$ cat src/rtl/plat_rst_pkg.sv
package plat_rst_pkg;

  // Strobes from the sequencing control into the datapath
  typedef struct packed {
    logic timerLoad;   // restart the minimum-width window
    logic releaseOut;  // value the output register takes (1 = released)
  } seqCtl_t;

  typedef enum logic [0:0] {
    SEQ_HOLD = 1'b0,
    SEQ_RUN  = 1'b1
  } seqState_t;

endpackage

$ cat src/rtl/rst_pgood_sync.sv
module rst_pgood_sync #(
  parameter int STAGES = 2
) (
  input  logic clk,
  input  logic rstN,
  input  logic asyncIn,
  output logic syncOut
);

  generate
    if (STAGES <= 1) begin : g_single
      logic stage;
      always_ff @(posedge clk or negedge rstN) begin
        if (!rstN) stage <= 1'b0;
        else       stage <= asyncIn;
      end
      assign syncOut = stage;
    end else begin : g_chain
      logic [STAGES-1:0] chain;
      always_ff @(posedge clk or negedge rstN) begin
        if (!rstN) chain <= '0;
        else       chain <= {chain[STAGES-2:0], asyncIn};
      end
      assign syncOut = chain[STAGES-1];
    end
  endgenerate

endmodule

$ cat src/rtl/rst_seq_datapath.sv
module rst_seq_datapath
  import plat_rst_pkg::*;
#(
  parameter int TICK_DIV    = 50000,
  parameter int MIN_TICKS   = 1,
  parameter int SYNC_STAGES = 2
) (
  input  logic    clk,
  input  logic    rstN,
  input  logic    pwrGoodAsync,
  input  seqCtl_t ctl,
  output logic    pgSync,
  output logic    timerDone,
  output logic    platRstN
);

  localparam int PRESC_W = (TICK_DIV > 1) ? $clog2(TICK_DIV) : 1;
  localparam int REM_W   = $clog2(MIN_TICKS + 1) > 0 ? $clog2(MIN_TICKS + 1) : 1;
  localparam logic [PRESC_W-1:0] PRESC_LAST = PRESC_W'(TICK_DIV - 1);
  localparam logic [REM_W-1:0]   REM_FULL   = REM_W'(MIN_TICKS);

  logic [PRESC_W-1:0] prescCnt;
  logic [REM_W-1:0]   ticksLeft;
  logic               tickNow;
  logic               outReg;

  rst_pgood_sync #(.STAGES(SYNC_STAGES)) u_sync (
    .clk     (clk),
    .rstN    (rstN),
    .asyncIn (pwrGoodAsync),
    .syncOut (pgSync)
  );

  assign tickNow   = (prescCnt == PRESC_LAST);
  assign timerDone = (ticksLeft == '0);

  // Prescaler and window counter; a load restarts both so that the
  // window length does not depend on the tick phase.
  always_ff @(posedge clk or negedge rstN) begin
    if (!rstN) begin
      prescCnt  <= '0;
      ticksLeft <= REM_FULL;
    end else if (ctl.timerLoad) begin
      prescCnt  <= '0;
      ticksLeft <= REM_FULL;
    end else if (!timerDone) begin
      if (tickNow) begin
        prescCnt  <= '0;
        ticksLeft <= ticksLeft - 1'b1;
      end else begin
        prescCnt  <= prescCnt + 1'b1;
      end
    end
  end

  // Output flop: the only driver of the platform reset
  always_ff @(posedge clk or negedge rstN) begin
    if (!rstN) outReg <= 1'b0;
    else       outReg <= ctl.releaseOut;
  end

  assign platRstN = outReg;

endmodule

$ cat src/rtl/rst_seq_control.sv
module rst_seq_control
  import plat_rst_pkg::*;
#(
  parameter int              ADDR_W    = 16,
  parameter int              DATA_W    = 8,
  parameter logic [ADDR_W-1:0] CTRL_ADDR = 16'h0CF9,
  parameter int              TRIG_BIT  = 2
) (
  input  logic              clk,
  input  logic              rstN,
  input  logic [ADDR_W-1:0] ioAddr,
  input  logic [DATA_W-1:0] ioData,
  input  logic              ioWrite,
  input  logic              pgSync,
  input  logic              timerDone,
  output seqCtl_t           ctl
);

  seqState_t state, nextState;
  logic      swReq;
  logic      holdCause;
  logic      unusedData;

  assign unusedData = ^ioData;

  always_comb begin
    swReq     = ioWrite && (ioAddr == CTRL_ADDR) && ioData[TRIG_BIT];
    holdCause = swReq || !pgSync;
    nextState = state;
    unique case (state)
      SEQ_HOLD: if (!holdCause && timerDone) nextState = SEQ_RUN;
      SEQ_RUN:  if (holdCause)               nextState = SEQ_HOLD;
      default:                               nextState = SEQ_HOLD;
    endcase
    ctl.timerLoad  = holdCause;
    ctl.releaseOut = (nextState == SEQ_RUN);
  end

  always_ff @(posedge clk or negedge rstN) begin
    if (!rstN) state <= SEQ_HOLD;
    else       state <= nextState;
  end

endmodule

$ cat src/rtl/plat_rst_seq.sv
module plat_rst_seq
  import plat_rst_pkg::*;
#(
  parameter int                TICK_DIV    = 50000,
  parameter int                MIN_TICKS   = 1,
  parameter int                SYNC_STAGES = 2,
  parameter int                ADDR_W      = 16,
  parameter int                DATA_W      = 8,
  parameter logic [ADDR_W-1:0] CTRL_ADDR   = 16'h0CF9,
  parameter int                TRIG_BIT    = 2
) (
  input  logic              clk,
  input  logic              resumeRstN,
  input  logic              pwrGoodAsync,
  input  logic [ADDR_W-1:0] ioAddr,
  input  logic [DATA_W-1:0] ioData,
  input  logic              ioWrite,
  output logic              platRstN
);

  seqCtl_t seqCtl;
  logic    pgSync;
  logic    timerDone;

  rst_seq_control #(
    .ADDR_W    (ADDR_W),
    .DATA_W    (DATA_W),
    .CTRL_ADDR (CTRL_ADDR),
    .TRIG_BIT  (TRIG_BIT)
  ) u_ctrl (
    .clk       (clk),
    .rstN      (resumeRstN),
    .ioAddr    (ioAddr),
    .ioData    (ioData),
    .ioWrite   (ioWrite),
    .pgSync    (pgSync),
    .timerDone (timerDone),
    .ctl       (seqCtl)
  );

  rst_seq_datapath #(
    .TICK_DIV    (TICK_DIV),
    .MIN_TICKS   (MIN_TICKS),
    .SYNC_STAGES (SYNC_STAGES)
  ) u_dp (
    .clk          (clk),
    .rstN         (resumeRstN),
    .pwrGoodAsync (pwrGoodAsync),
    .ctl          (seqCtl),
    .pgSync       (pgSync),
    .timerDone    (timerDone),
    .platRstN     (platRstN)
  );

endmodule

$ cat config.mk
export PLATFORM = sky130hd
export DESIGN_NAME = plat_rst_seq
export DESIGN_NICKNAME = d
export VERILOG_FILES = /design/src/rtl/plat_rst_pkg.sv /design/src/rtl/rst_pgood_sync.sv /design/src/rtl/rst_seq_datapath.sv /design/src/rtl/rst_seq_control.sv /design/src/rtl/plat_rst_seq.sv
export SDC_FILE = /design/constraint.sdc
export NUM_CORES = 1
export LEC_CHECK = 0
export BUFFER_PORTS_ARGS = -buffer_cell sky130_fd_sc_hd__clkbuf_2
export CAP_MARGIN = 20
export CORE_ASPECT_RATIO = 0.9
export CORE_MARGIN = 2
export CORE_UTILIZATION = 33
export CTS_BUF_LIST = sky130_fd_sc_hd__clkbuf_4 sky130_fd_sc_hd__clkbuf_8
export DETAILED_ROUTE_END_ITERATION = 6
export PLACE_DENSITY = 0.56
export SLEW_MARGIN = 20
export SYNTH_ARGS = -nofsm -noshare
export SYNTH_HDL_FRONTEND = slang
export SYNTH_SLANG_ARGS = --single-unit
$ cat constraint.sdc
create_clock -name clk -period 2.1 [get_ports clk]
set_input_delay 0.315 -clock clk [delete_from_list [all_inputs] [get_ports clk]]
set_output_delay 0.315 -clock clk [all_outputs]
set_load 0.01 [all_outputs]
==> results of run 1 <==
-- layout make-up --
class                           count  area (sq um)  area share
Timing Repair Buffer               25           135      0.0989
Tap cell                           44          55.1      0.0403
Clock buffer                        3          41.3      0.0302
Sequential cell                    20           502       0.367
Multi-Input combinational cell     92           592       0.433
Clock inverter                      1          30.0      0.0220
Inverter                            3          11.3     0.00824
-- synthesized netlist by cell type, types with 2 or more instances --
| cell | number |
|---|---|
| sky130_fd_sc_hd__nor2_1 | 6 |
| sky130_fd_sc_hd__inv_1 | 2 |
| sky130_fd_sc_hd__nor4b_2 | 2 |
| sky130_fd_sc_hd__a21oi_1 | 13 |
| sky130_fd_sc_hd__o41ai_1 | 2 |
| sky130_fd_sc_hd__nand4_1 | 7 |
| sky130_fd_sc_hd__o21ai_0 | 3 |
| sky130_fd_sc_hd__clkbuf_1 | 4 |
| sky130_fd_sc_hd__nand3_1 | 10 |
| sky130_fd_sc_hd__nor4_1 | 4 |
| sky130_fd_sc_hd__nand2_1 | 10 |
| sky130_fd_sc_hd__a311oi_1 | 4 |
| sky130_fd_sc_hd__nor3_1 | 6 |
| sky130_fd_sc_hd__a31oi_1 | 4 |
| sky130_fd_sc_hd__dfrtp_1 | 19 |
-- final timing paths --
check,start,endpoint,slack (ns),depth (start not counted)
worst max register to register,u_dp.prescCnt[4],u_dp.prescCnt[12],0.40,4
min in group clk,pwrGoodAsync,u_dp.u_sync.g_chain.chain[0],0.15,1
max in group asynchronous,resumeRstN,u_dp.ticksLeft,1.73,1
worst min-delay path,resumeRstN,u_dp.prescCnt[2],0.008,1
worst max-delay path,u_dp.prescCnt[4],u_dp.prescCnt[12],0.40,4
worst min register to register,u_dp.u_sync.g_chain.chain[0],u_dp.u_sync.g_chain.chain[1],0.36,0
-- per-layer routing --
layer | vias up | wire [microns]
li1 | 521 | -
met1 | 526 | 1250
met2 | 23 | 1280
met3 | 4 | 128
met4 | 0 | 40
met5 | - | 0
-- through the flow --
step                      hold WS, ns  setup slack (ns)
after floorplan                0.0194             0.525
after global placement          0.316             0.429
after detailed placement        0.321             0.396
after CTS                      0.0271             0.390
after global routing           0.0393             0.271
final                         0.00820             0.401
-- power groups by stage --
stage / combinational, uW / clock (uW) / sequential (uW)
2_1_floorplan: 17.6 / 0 / 404
3_3_place_gp: 46.8 / 0 / 405
3_5_place_dp: 49.0 / 0 / 406
4_1_cts: 49.2 / 400 / 398
5_1_grt: 54.5 / 417 / 399
6_report: 47.6 / 388 / 398
-- flip-flops by register name (all words and copies together), names as in the netlist --
name / cells
u_dp.platRstN: 1
u_dp.prescCnt: 16
u_dp.ticksLeft: 1
u_dp.u_sync.g_chain.chain: 2
-- placed cells by master, fill, tap and decap left out, types with 2 or more instances in the layout --
master,n
sky130_fd_sc_hd__clkbuf_2,21
sky130_fd_sc_hd__dfrtp_1,19
sky130_fd_sc_hd__a21oi_1,13
sky130_fd_sc_hd__nand3_1,10
sky130_fd_sc_hd__nand2_1,10
sky130_fd_sc_hd__nand4_1,7
sky130_fd_sc_hd__nor2_1,6
sky130_fd_sc_hd__nor3_1,6
sky130_fd_sc_hd__nor4_1,4
sky130_fd_sc_hd__a311oi_1,4
sky130_fd_sc_hd__a31oi_1,4
sky130_fd_sc_hd__buf_4,4
sky130_fd_sc_hd__o21ai_0,3
sky130_fd_sc_hd__clkbuf_8,3
sky130_fd_sc_hd__inv_1,2
sky130_fd_sc_hd__nor4b_2,2
sky130_fd_sc_hd__o41ai_1,2
-- worst reg2reg max path, stage by stage (launching register included) --
cell                      delay (ns)
sky130_fd_sc_hd__dfrtp_1        0.48
sky130_fd_sc_hd__nand4_2        0.24
sky130_fd_sc_hd__or2_2          0.39
sky130_fd_sc_hd__o41ai_1        0.36
sky130_fd_sc_hd__a21oi_1        0.11
-- logic make-up after synthesis --
kind of cell | share of synthesized area
fa+ha+maj | 0.0111
flops | 0.446
xor+xnor | 0.0156
simple gates | 0.306
buf+inv | 0.0278
compound gates | 0.194
==> out/metrics.csv, run 1 <==
metric,value,unit
crit path buf inv count,0,
count of nets left with antenna violations after detail routing,0,
Die H,59.4,microns
Hold Fails Final Rpt,0,
element type at the critical path end,flip-flop,
combinational share of power,0.057,
number of DRC violations after detailed routing,0,
TritonCTS clock tree,yes,
clock network latency to the later pin of the worst-skew pair,0.26,ns
H-Tree Level Count,1,
fraction of synthesized cell area taken by the top area cell type,0.423,
number of inserted filler cells in the final layout,329,
area growth from synthesis to layout,21.5,%
die area,3890,sq um
overall via count from detail_route,1074,
maximum clock frequency,0.589,GHz
row count,20,
proportion of power drawn by the clock network,0.465,
number of top-level pins,29,
share of the clock period used by the worst path,0.809,
Critical Path RT,2.23,ns
count of distinct cell types in the synthesized netlist,39,
power dissipated by switching net loads,165,uW
"number of standard cells in the layout, taps in and fillers out",188,
final non-filler cell area,1370,sq um
fin util,0.411,
maximum number of pins on one net before global-route repair,22,
Reg power frac,0.477,
Synth Net Count,149,
clock root buffer,sky130_fd_sc_hd__clkbuf_8,
placed cells,184,
proportion of layout cells with a drive suffix above 1,0.250,
path category of the worst min-delay check,input pin to async pin,
wire length per cell after detailed routing,14.3,microns
Post-CTS Resized,0,
area inside the core boundary,3330,sq um
fin nets,174,
final WL,2700,microns
number of diodes,0,
critical-path cell with the highest stage delay,sky130_fd_sc_hd__dfrtp_1,
register bit count reported by yosys,20,
peak supply drop,0.385,mV
CTS sink cnt,20,
vias in the first global route,1049,
TritonRoute pass-1 iters,4,
run status,"finished, final reports clean",
die outline width,65.5,microns
net switching fraction of the power,0.197,
clock transition at the registers of the reported paths,0.08,ns
"Data arrival, critical path",1.83,ns
starting density of the core,0.338,
setup repair after global routing missed its margin,false,
global-route wire length before repair,4760,microns
Synth area leader,sky130_fd_sc_hd__dfrtp_1,
Static Leak,0.000535,uW
1st-iter DRT viols,65,
met2 track demand over resource,0.257,
Rel. slew slack,0.657,
cell types with the largest area share after synthesis,"sky130_fd_sc_hd__dfrtp_1 42%, sky130_fd_sc_hd__a21oi_1 5.8%, sky130_fd_sc_hd__nand3_1 4.4%",
total internal power,669,uW
Port Buffer Count,21,
last weighted congestion value of the routability-driven placer,0.784,
HPWL after DPL,1870,microns
count of final max-slew check failures,0,
global routing's busiest layer,met2,
kind of critical path,flip-flop to flip-flop,
power density over cell area,610,nW/um^2
async set-reset flop share out of synthesis,1.00,
vias per std cell,5.71,
GRT overflow,0,
total setup violations reported at the end of the flow,0,
startpoint class of the critical path,flip-flop,
"EDFF count, synth",0,
Max Cap Viol,0,
average cell area after synthesis,9.37,sq um
number of antenna violations at the first check in global routing,0,
sum of negative setup slack,0,ns
number of buffers inserted by hold repair at cts,0,
post-CTS repair timing setup buffer count,0,
buffer levels on the longest clock path,2,
Post-Syn Instances,120,
clock period minus final worst setup slack,1.70,ns
Layout Skew,0.00644,ns
Yosys Warn Count,0,
global-route met3 utilization,0.0437,
CP Cell Sequence,nand4_2 > or2_2 > o41ai_1 > a21oi_1,
proportion of synthesized chip area in sequential cells,0.446,
overall fraction of global-route tracks in use,0.158,
Total Power Consumption,834,uW
transition time of the tightest slew-check pin,0.514,ns
summed instance area of the synthesized netlist,1120,sq um
Placed Area,1290,sq um
Crit path largest cell delay,0.48,ns
met1 track demand over resource in global routing,0.209,
CP max FO,8,
"delay-heaviest family, CP",simple AND/OR/NAND/NOR gates,
number of buffers created by CTS,3,
dominant register cell in the synthesized netlist,sky130_fd_sc_hd__dfrtp_1,
No activity file was read; power rests on OpenSTA's default activity.
==> inputs of run 2 (changes only) <==
- ABC_AREA: unset -> 1
- PLACE_DENSITY: 0.56 -> 0.57
- clock period: 2.1 -> 1.5 ns (I/O delays scaled with it)
==> out/metrics.csv, run 2 <==
metric,value,unit
proportion of synthesized chip area in sequential cells,0.390,
Synth Net Count,216,
worst flop-to-flop path endpoint,u_dp.prescCnt[9],
final WL,2870,microns
TritonRoute pass-1 iters,4,
fin util,0.424,
row count,21,
area inside the core boundary,3730,sq um
number of inserted filler cells in the final layout,394,
final non-filler cell area,1580,sq um
register with the highest flop count,u_dp.prescCnt,
fraction of synthesized cell area taken by the top area cell type,0.370,
H-Tree Level Count,1,
Synth area leader,sky130_fd_sc_hd__dfrtp_1,
async set-reset flop share out of synthesis,1.00,
register bit count reported by yosys,20,
Port Buffer Count,21,
"delay-heaviest family, CP",simple AND/OR/NAND/NOR gates,
Placed Area,1460,sq um
Total Power Consumption,1190,uW
count of nets left with antenna violations after detail routing,0,
worst r2r src,u_dp.prescCnt[1],
GRT overflow,0,
element type at the critical path end,flip-flop,
last weighted congestion value of the routability-driven placer,0.779,
Post-Route Hold Slack,0.0572,ns
CP max FO,5,
post-route setup slack,0.113,ns
die area,4410,sq um
registers with the highest flip-flop counts,"u_dp.prescCnt (16), u_dp.u_sync.g_chain.chain (2)",
Yosys Warn Count,0,
dominant register cell in the synthesized netlist,sky130_fd_sc_hd__dfrtp_1,
maximum clock frequency,0.721,GHz
buffer levels on the longest clock path,2,
library cell appearing most often on the critical path,sky130_fd_sc_hd__nor2_4,
startpoint of the most critical hold path,pwrGoodAsync,
total area of sequential cells,503,sq um
number of antenna violations at the first check in global routing,0,
total number of cells along the worst setup path,8,
vias in the first global route,1200,
crit path buf inv count,0,
clock period minus final worst setup slack,1.39,ns
"EDFF count, synth",0,
share of the clock period used by the worst path,0.925,
power density over cell area,752,nW/um^2
peak supply drop,0.570,mV
HPWL after DPL,1990,microns
wire length per cell after detailed routing,11.0,microns
Die H,63.2,microns
Layout Skew,0.00504,ns
number of top-level pins,29,
1st-iter DRT viols,85,
Rel. slew slack,0.545,
"Data arrival, critical path",1.54,ns
total setup violations reported at the end of the flow,0,
global-route wire length before repair,5420,microns
R2R Setup Slk,0.11,ns
die outline width,69.8,microns
synth cell count leaders,"55 x sky130_fd_sc_hd__nand2_1, 41 x sky130_fd_sc_hd__nand3_1, 19 x sky130_fd_sc_hd__dfrtp_1, 19 x sky130_fd_sc_hd__inv_1, 16 x sky130_fd_sc_hd__nor2_1",
max reg flops,16,
average cell area after synthesis,6.87,sq um
run status,"finished, final reports clean",
clock network latency to the later pin of the worst-skew pair,0.27,ns
capture endpoint of the worst hold path,u_dp.u_sync.g_chain.chain[0],
number of buffers created by CTS,3,
"leading cell types in the layout, fill and taps excluded","55 x sky130_fd_sc_hd__nand2_1, 41 x sky130_fd_sc_hd__nand3_1, 21 x sky130_fd_sc_hd__clkbuf_2",
CTS sink cnt,20,
most frequent standard cell in the layout excluding fill and tap cells,sky130_fd_sc_hd__nand2_1,
cell with the most instances after synthesis,sky130_fd_sc_hd__nand2_1,
post-placement worst setup slack,-0.284,ns
CP Cell Sequence,ha_2 > nand2_2 > nor2_4 > nand3_1 > nor2_4 > nor2_4 > nand3_1 > nand2_1,
clock transition at the registers of the reported paths,0.08,ns
overall via count from detail_route,1208,
startpoint class of the critical path,flip-flop,
Max Cap Viol,0,
critical-path cell with the highest stage delay,sky130_fd_sc_hd__dfrtp_1,
Hold Fails Final Rpt,0,
TritonCTS clock tree,yes,
vias per std cell,4.63,
kind of critical path,flip-flop to flip-flop,
number of DRC violations after detailed routing,0,
overall fraction of global-route tracks in use,0.152,
count of final max-slew check failures,0,
Crit path largest cell delay,0.36,ns
starting density of the core,0.344,
Post-Syn Instances,187,
summed instance area of the synthesized netlist,1280,sq um
transition time of the tightest slew-check pin,0.681,ns
count of distinct cell types in the synthesized netlist,20,
proportion of layout cells with a drive suffix above 1,0.219,
maximum number of pins on one net before global-route repair,35,
fin nets,245,
Static Leak,0.000804,uW
area used by multi-input combinational logic,713,sq um
number of cells on the worst hold path,1,
number of diodes,0,
Critical Path RT,1.66,ns
cell types with the largest area share after synthesis,"sky130_fd_sc_hd__dfrtp_1 37%, sky130_fd_sc_hd__nand2_1 16%, sky130_fd_sc_hd__nand3_1 16%",
clock root buffer,sky130_fd_sc_hd__clkbuf_8,
worst reg-to-reg path cell count,8,
area growth from synthesis to layout,23.0,%
path category of the worst min-delay check,input pin to flip-flop,
run 2: cell types whose count changed after synthesis, sizes merged, moves of 4 or more:
cell,previous run,this run
nand4,8,4
nand2,10,58
a21oi,13,0
xor2,1,5
nor2,6,24
nor4,4,0
a311oi,4,0
nand3,10,41
inv,2,20
a31oi,4,0
run 2: metrics by stage:
stage | setup TNS [ns] | cells
after global routing | -0.0104 | 261
after detailed placement | -4.74 | 254
after CTS | 0 | 259
after global placement | -4.06 | 254
final | 0 | 261
after floorplan | 0 | 187
run 2: power breakdown:
group / total [uW] / switching (uW) / leakage [uW] / internal (uW)
clock: 547 / 191 / 0.0000357 / 357
sequential: 555 / 6.52 / 0.000267 / 548
combinational: 86.8 / 46.7 / 0.000502 / 40.1
run 2: worst register-to-register path, stage by stage (launching register included):
cell	delay (ns)
sky130_fd_sc_hd__dfrtp_1	0.36
sky130_fd_sc_hd__ha_2	0.20
sky130_fd_sc_hd__nand2_2	0.09
sky130_fd_sc_hd__nor2_4	0.10
sky130_fd_sc_hd__nand3_1	0.11
sky130_fd_sc_hd__nor2_4	0.18
sky130_fd_sc_hd__nor2_4	0.09
sky130_fd_sc_hd__nand3_1	0.09
sky130_fd_sc_hd__nand2_1	0.05
run 2: what timing repair did:
item	4_1_cts	5_1_grt
hold buffers	1	0
resized for setup	2	4
gates cloned	0	1
pin swaps	0	2
buffers inserted	0	1
endpoints found under the setup margin	18	8
endpoints found under the hold margin	19	0
run 2: kinds of logic after synthesis:
kind of cell	Yosys count	share of synthesized area
DFF	20	0.390
buffers and inverters	25	0.0769
xor gates and xnor gates	7	0.0477
adders and majority gates	1	0.00974
AOI/OAI and AO/OA	3	0.0136
and+or+nand+nor	131	0.462
run 2: worst max path at each step:
stage                                 from                to
after detailed placement         ioAddr[2]  u_dp.prescCnt[4]
after global placement           ioAddr[2]    u_dp.ticksLeft
final                     u_dp.prescCnt[1]  u_dp.prescCnt[9]
after global routing      u_dp.prescCnt[8]  u_dp.prescCnt[9]
after CTS                 u_dp.prescCnt[0]  u_dp.prescCnt[4]
after floorplan           u_dp.prescCnt[0]  u_dp.prescCnt[0]
run 2: cell type report:
class | count | share of cell area
inverters | 20 | 0.0475
clock buffers | 3 | 0.0261
flip-flops and latches | 20 | 0.318
well taps | 46 | 0.0364
multi-input cells | 143 | 0.451
clock inverters | 1 | 0.0190
repair buffers | 28 | 0.101
run 2: per-layer routing:
layer  up-vias  wire length, microns  global-route usage
met5         -                     0                   0
met4         0                    33              0.0361
li1        653                     -                   -
met3         4                   118              0.0400
met1       535                  1410               0.206
met2        16                  1310               0.243
==> inputs of run 3 (changes only) <==
- CTS_CLUSTER_SIZE: unset -> 28
- PLACE_DENSITY: 0.57 -> 0.55
- clock period: 1.5 -> 1.4 ns (I/O delays scaled with it)
==> out/metrics.csv, run 3 (synthesis results as in run 2) <==
metric,value,unit
run status,"finished, final reports clean",
number of DRC violations after detailed routing,0,
Critical Path RT,1.55,ns
vias per std cell,4.72,
total setup violations reported at the end of the flow,0,
final non-filler cell area,1690,sq um
"Data arrival, critical path",1.53,ns
element type at the critical path end,flip-flop,
last weighted congestion value of the routability-driven placer,0.773,
number of buffers created by CTS,3,
clock root buffer,sky130_fd_sc_hd__clkbuf_8,
fin nets,250,
area inside the core boundary,3730,sq um
setup repair after global routing missed its margin,true,
H-Tree Level Count,1,
proportion of layout cells with a drive suffix above 1,0.309,
path category of the worst min-delay check,input pin to flip-flop,
count of final max-slew check failures,0,
placed cells,257,
CP max FO,5,
Max Cap Viol,0,
kind of critical path,flip-flop to flip-flop,
Rel. slew slack,0.663,
overall fraction of global-route tracks in use,0.155,
die outline width,69.8,microns
transition time of the tightest slew-check pin,0.505,ns
registers with the highest flip-flop counts,"u_dp.prescCnt (16), u_dp.u_sync.g_chain.chain (2)",
row count,21,
wire length per cell after detailed routing,12.1,microns
Hold Fails Final Rpt,0,
Post-Route Hold Slack,0.0502,ns
maximum number of pins on one net before global-route repair,35,
peak supply drop,0.468,mV
area used by multi-input combinational logic,795,sq um
max reg flops,16,
GRT overflow,0,
vias in the first global route,1238,
number of top-level pins,29,
HPWL after DPL,2050,microns
overall via count from detail_route,1256,
Layout Skew,0.00425,ns
clock transition at the registers of the reported paths,0.07,ns
Total Power Consumption,1150,uW
final WL,3230,microns
Placed Area,1480,sq um
global-route wire length before repair,5530,microns
number of diodes,0,
TritonCTS clock tree,yes,
Die H,63.2,microns
share of the clock period used by the worst path,0.985,
clock network latency to the later pin of the worst-skew pair,0.26,ns
number of inserted filler cells in the final layout,387,
area growth from synthesis to layout,31.4,%
sum of negative setup slack,0,ns
power density over cell area,679,nW/um^2
1st-iter DRT viols,54,
"number of standard cells in the layout, taps in and fillers out",266,
die area,4410,sq um
count of nets left with antenna violations after detail routing,0,
register with the highest flop count,u_dp.prescCnt,
Port Buffer Count,21,
number of antenna violations at the first check in global routing,0,
startpoint class of the critical path,flip-flop,
starting density of the core,0.344,
most frequent standard cell in the layout excluding fill and tap cells,sky130_fd_sc_hd__nand2_1,
Static Leak,0.000849,uW
maximum clock frequency,0.725,GHz
CTS sink cnt,20,
clock period minus final worst setup slack,1.38,ns
total area of sequential cells,508,sq um
TritonRoute pass-1 iters,4,
buffer levels on the longest clock path,2,
"leading cell types in the layout, fill and taps excluded","53 x sky130_fd_sc_hd__nand2_1, 34 x sky130_fd_sc_hd__nand3_1, 21 x sky130_fd_sc_hd__clkbuf_2",
[run 3: cell types whose count changed in the layout (fill, tap and decap cells not counted), moves of 2 or more]
cell and change:
sky130_fd_sc_hd__dfrtp_1 -4, sky130_fd_sc_hd__buf_6 +2, sky130_fd_sc_hd__buf_4 +2, sky130_fd_sc_hd__nand3_1 -7, sky130_fd_sc_hd__dfrtp_2 +4, sky130_fd_sc_hd__nand2_1 -2, sky130_fd_sc_hd__nand3_2 +7, sky130_fd_sc_hd__nor2_4 +3
[run 3: stage by stage]
step	utilization	setup slack (ns)
5_1_grt	0.452	-0.0592
4_1_cts	0.419	0.0135
3_3_place_gp	0.398	-0.323
2_1_floorplan	-	0.0739
6_report	0.452	0.0209
3_5_place_dp	0.398	-0.400
[run 3: routing by layer]
metal,wire (microns),global-route usage,share of wire
met1,1640,0.204,0.51
met2,1480,0.254,0.46
met3,74,0.0384,0.023
met4,34,0.0409,0.011
met5,0,0,0
[run 3: worst paths after layout]
check | endpoint | depth (start not counted) | start | slack (ns)
hold reg to reg | u_dp.u_sync.g_chain.chain[1] | 0 | u_dp.u_sync.g_chain.chain[0] | 0.35
setup / recovery | u_dp.prescCnt[0] | 8 | u_dp.prescCnt[1] | 0.02
hold / removal | u_dp.u_sync.g_chain.chain[0] | 1 | pwrGoodAsync | 0.05
max in group asynchronous | u_dp.prescCnt[7] | 2 | resumeRstN | 0.59
min in group asynchronous | u_dp.prescCnt[14] | 2 | resumeRstN | 0.44
setup reg to reg | u_dp.prescCnt[0] | 8 | u_dp.prescCnt[1] | 0.02
[run 3: repair_timing]
item                       4_1_cts  5_1_grt
setup endpoints to repair       18       12
pin swaps                        0       10
hold endpoints to repair        19        0
buffers inserted                 0        2
cloned                           0        2
resized for setup                3       25
hold buffers                     1        0
[run 3: worst max-delay path, cell delays in order (launching register included)]
cell and delay [ns]:
sky130_fd_sc_hd__dfrtp_1 0.37, sky130_fd_sc_hd__ha_2 0.21, sky130_fd_sc_hd__nand2_4 0.07, sky130_fd_sc_hd__nor2_4 0.11, sky130_fd_sc_hd__nand3_2 0.10, sky130_fd_sc_hd__nor2_4 0.19, sky130_fd_sc_hd__nor2_4 0.10, sky130_fd_sc_hd__nand3_2 0.07
sky130_fd_sc_hd__nand2_1 0.06
[run 3: report_power, final]
| part | switching (uW) | internal (uW) |
|---|---|---|
| Clock | 195 | 251 |
| Sequential | 7.63 | 587 |
| Combinational | 57.5 | 47.3 |
| Total | 260 | 885 |
[run 3: cell type report]
| class | count | area share |
|---|---|---|
| clock buffers | 4 | 0.0326 |
| multi-input cells | 144 | 0.471 |
| repair buffers | 32 | 0.117 |
| inverters | 20 | 0.0445 |
| flip-flops and latches | 20 | 0.301 |
| well taps | 46 | 0.0341 |
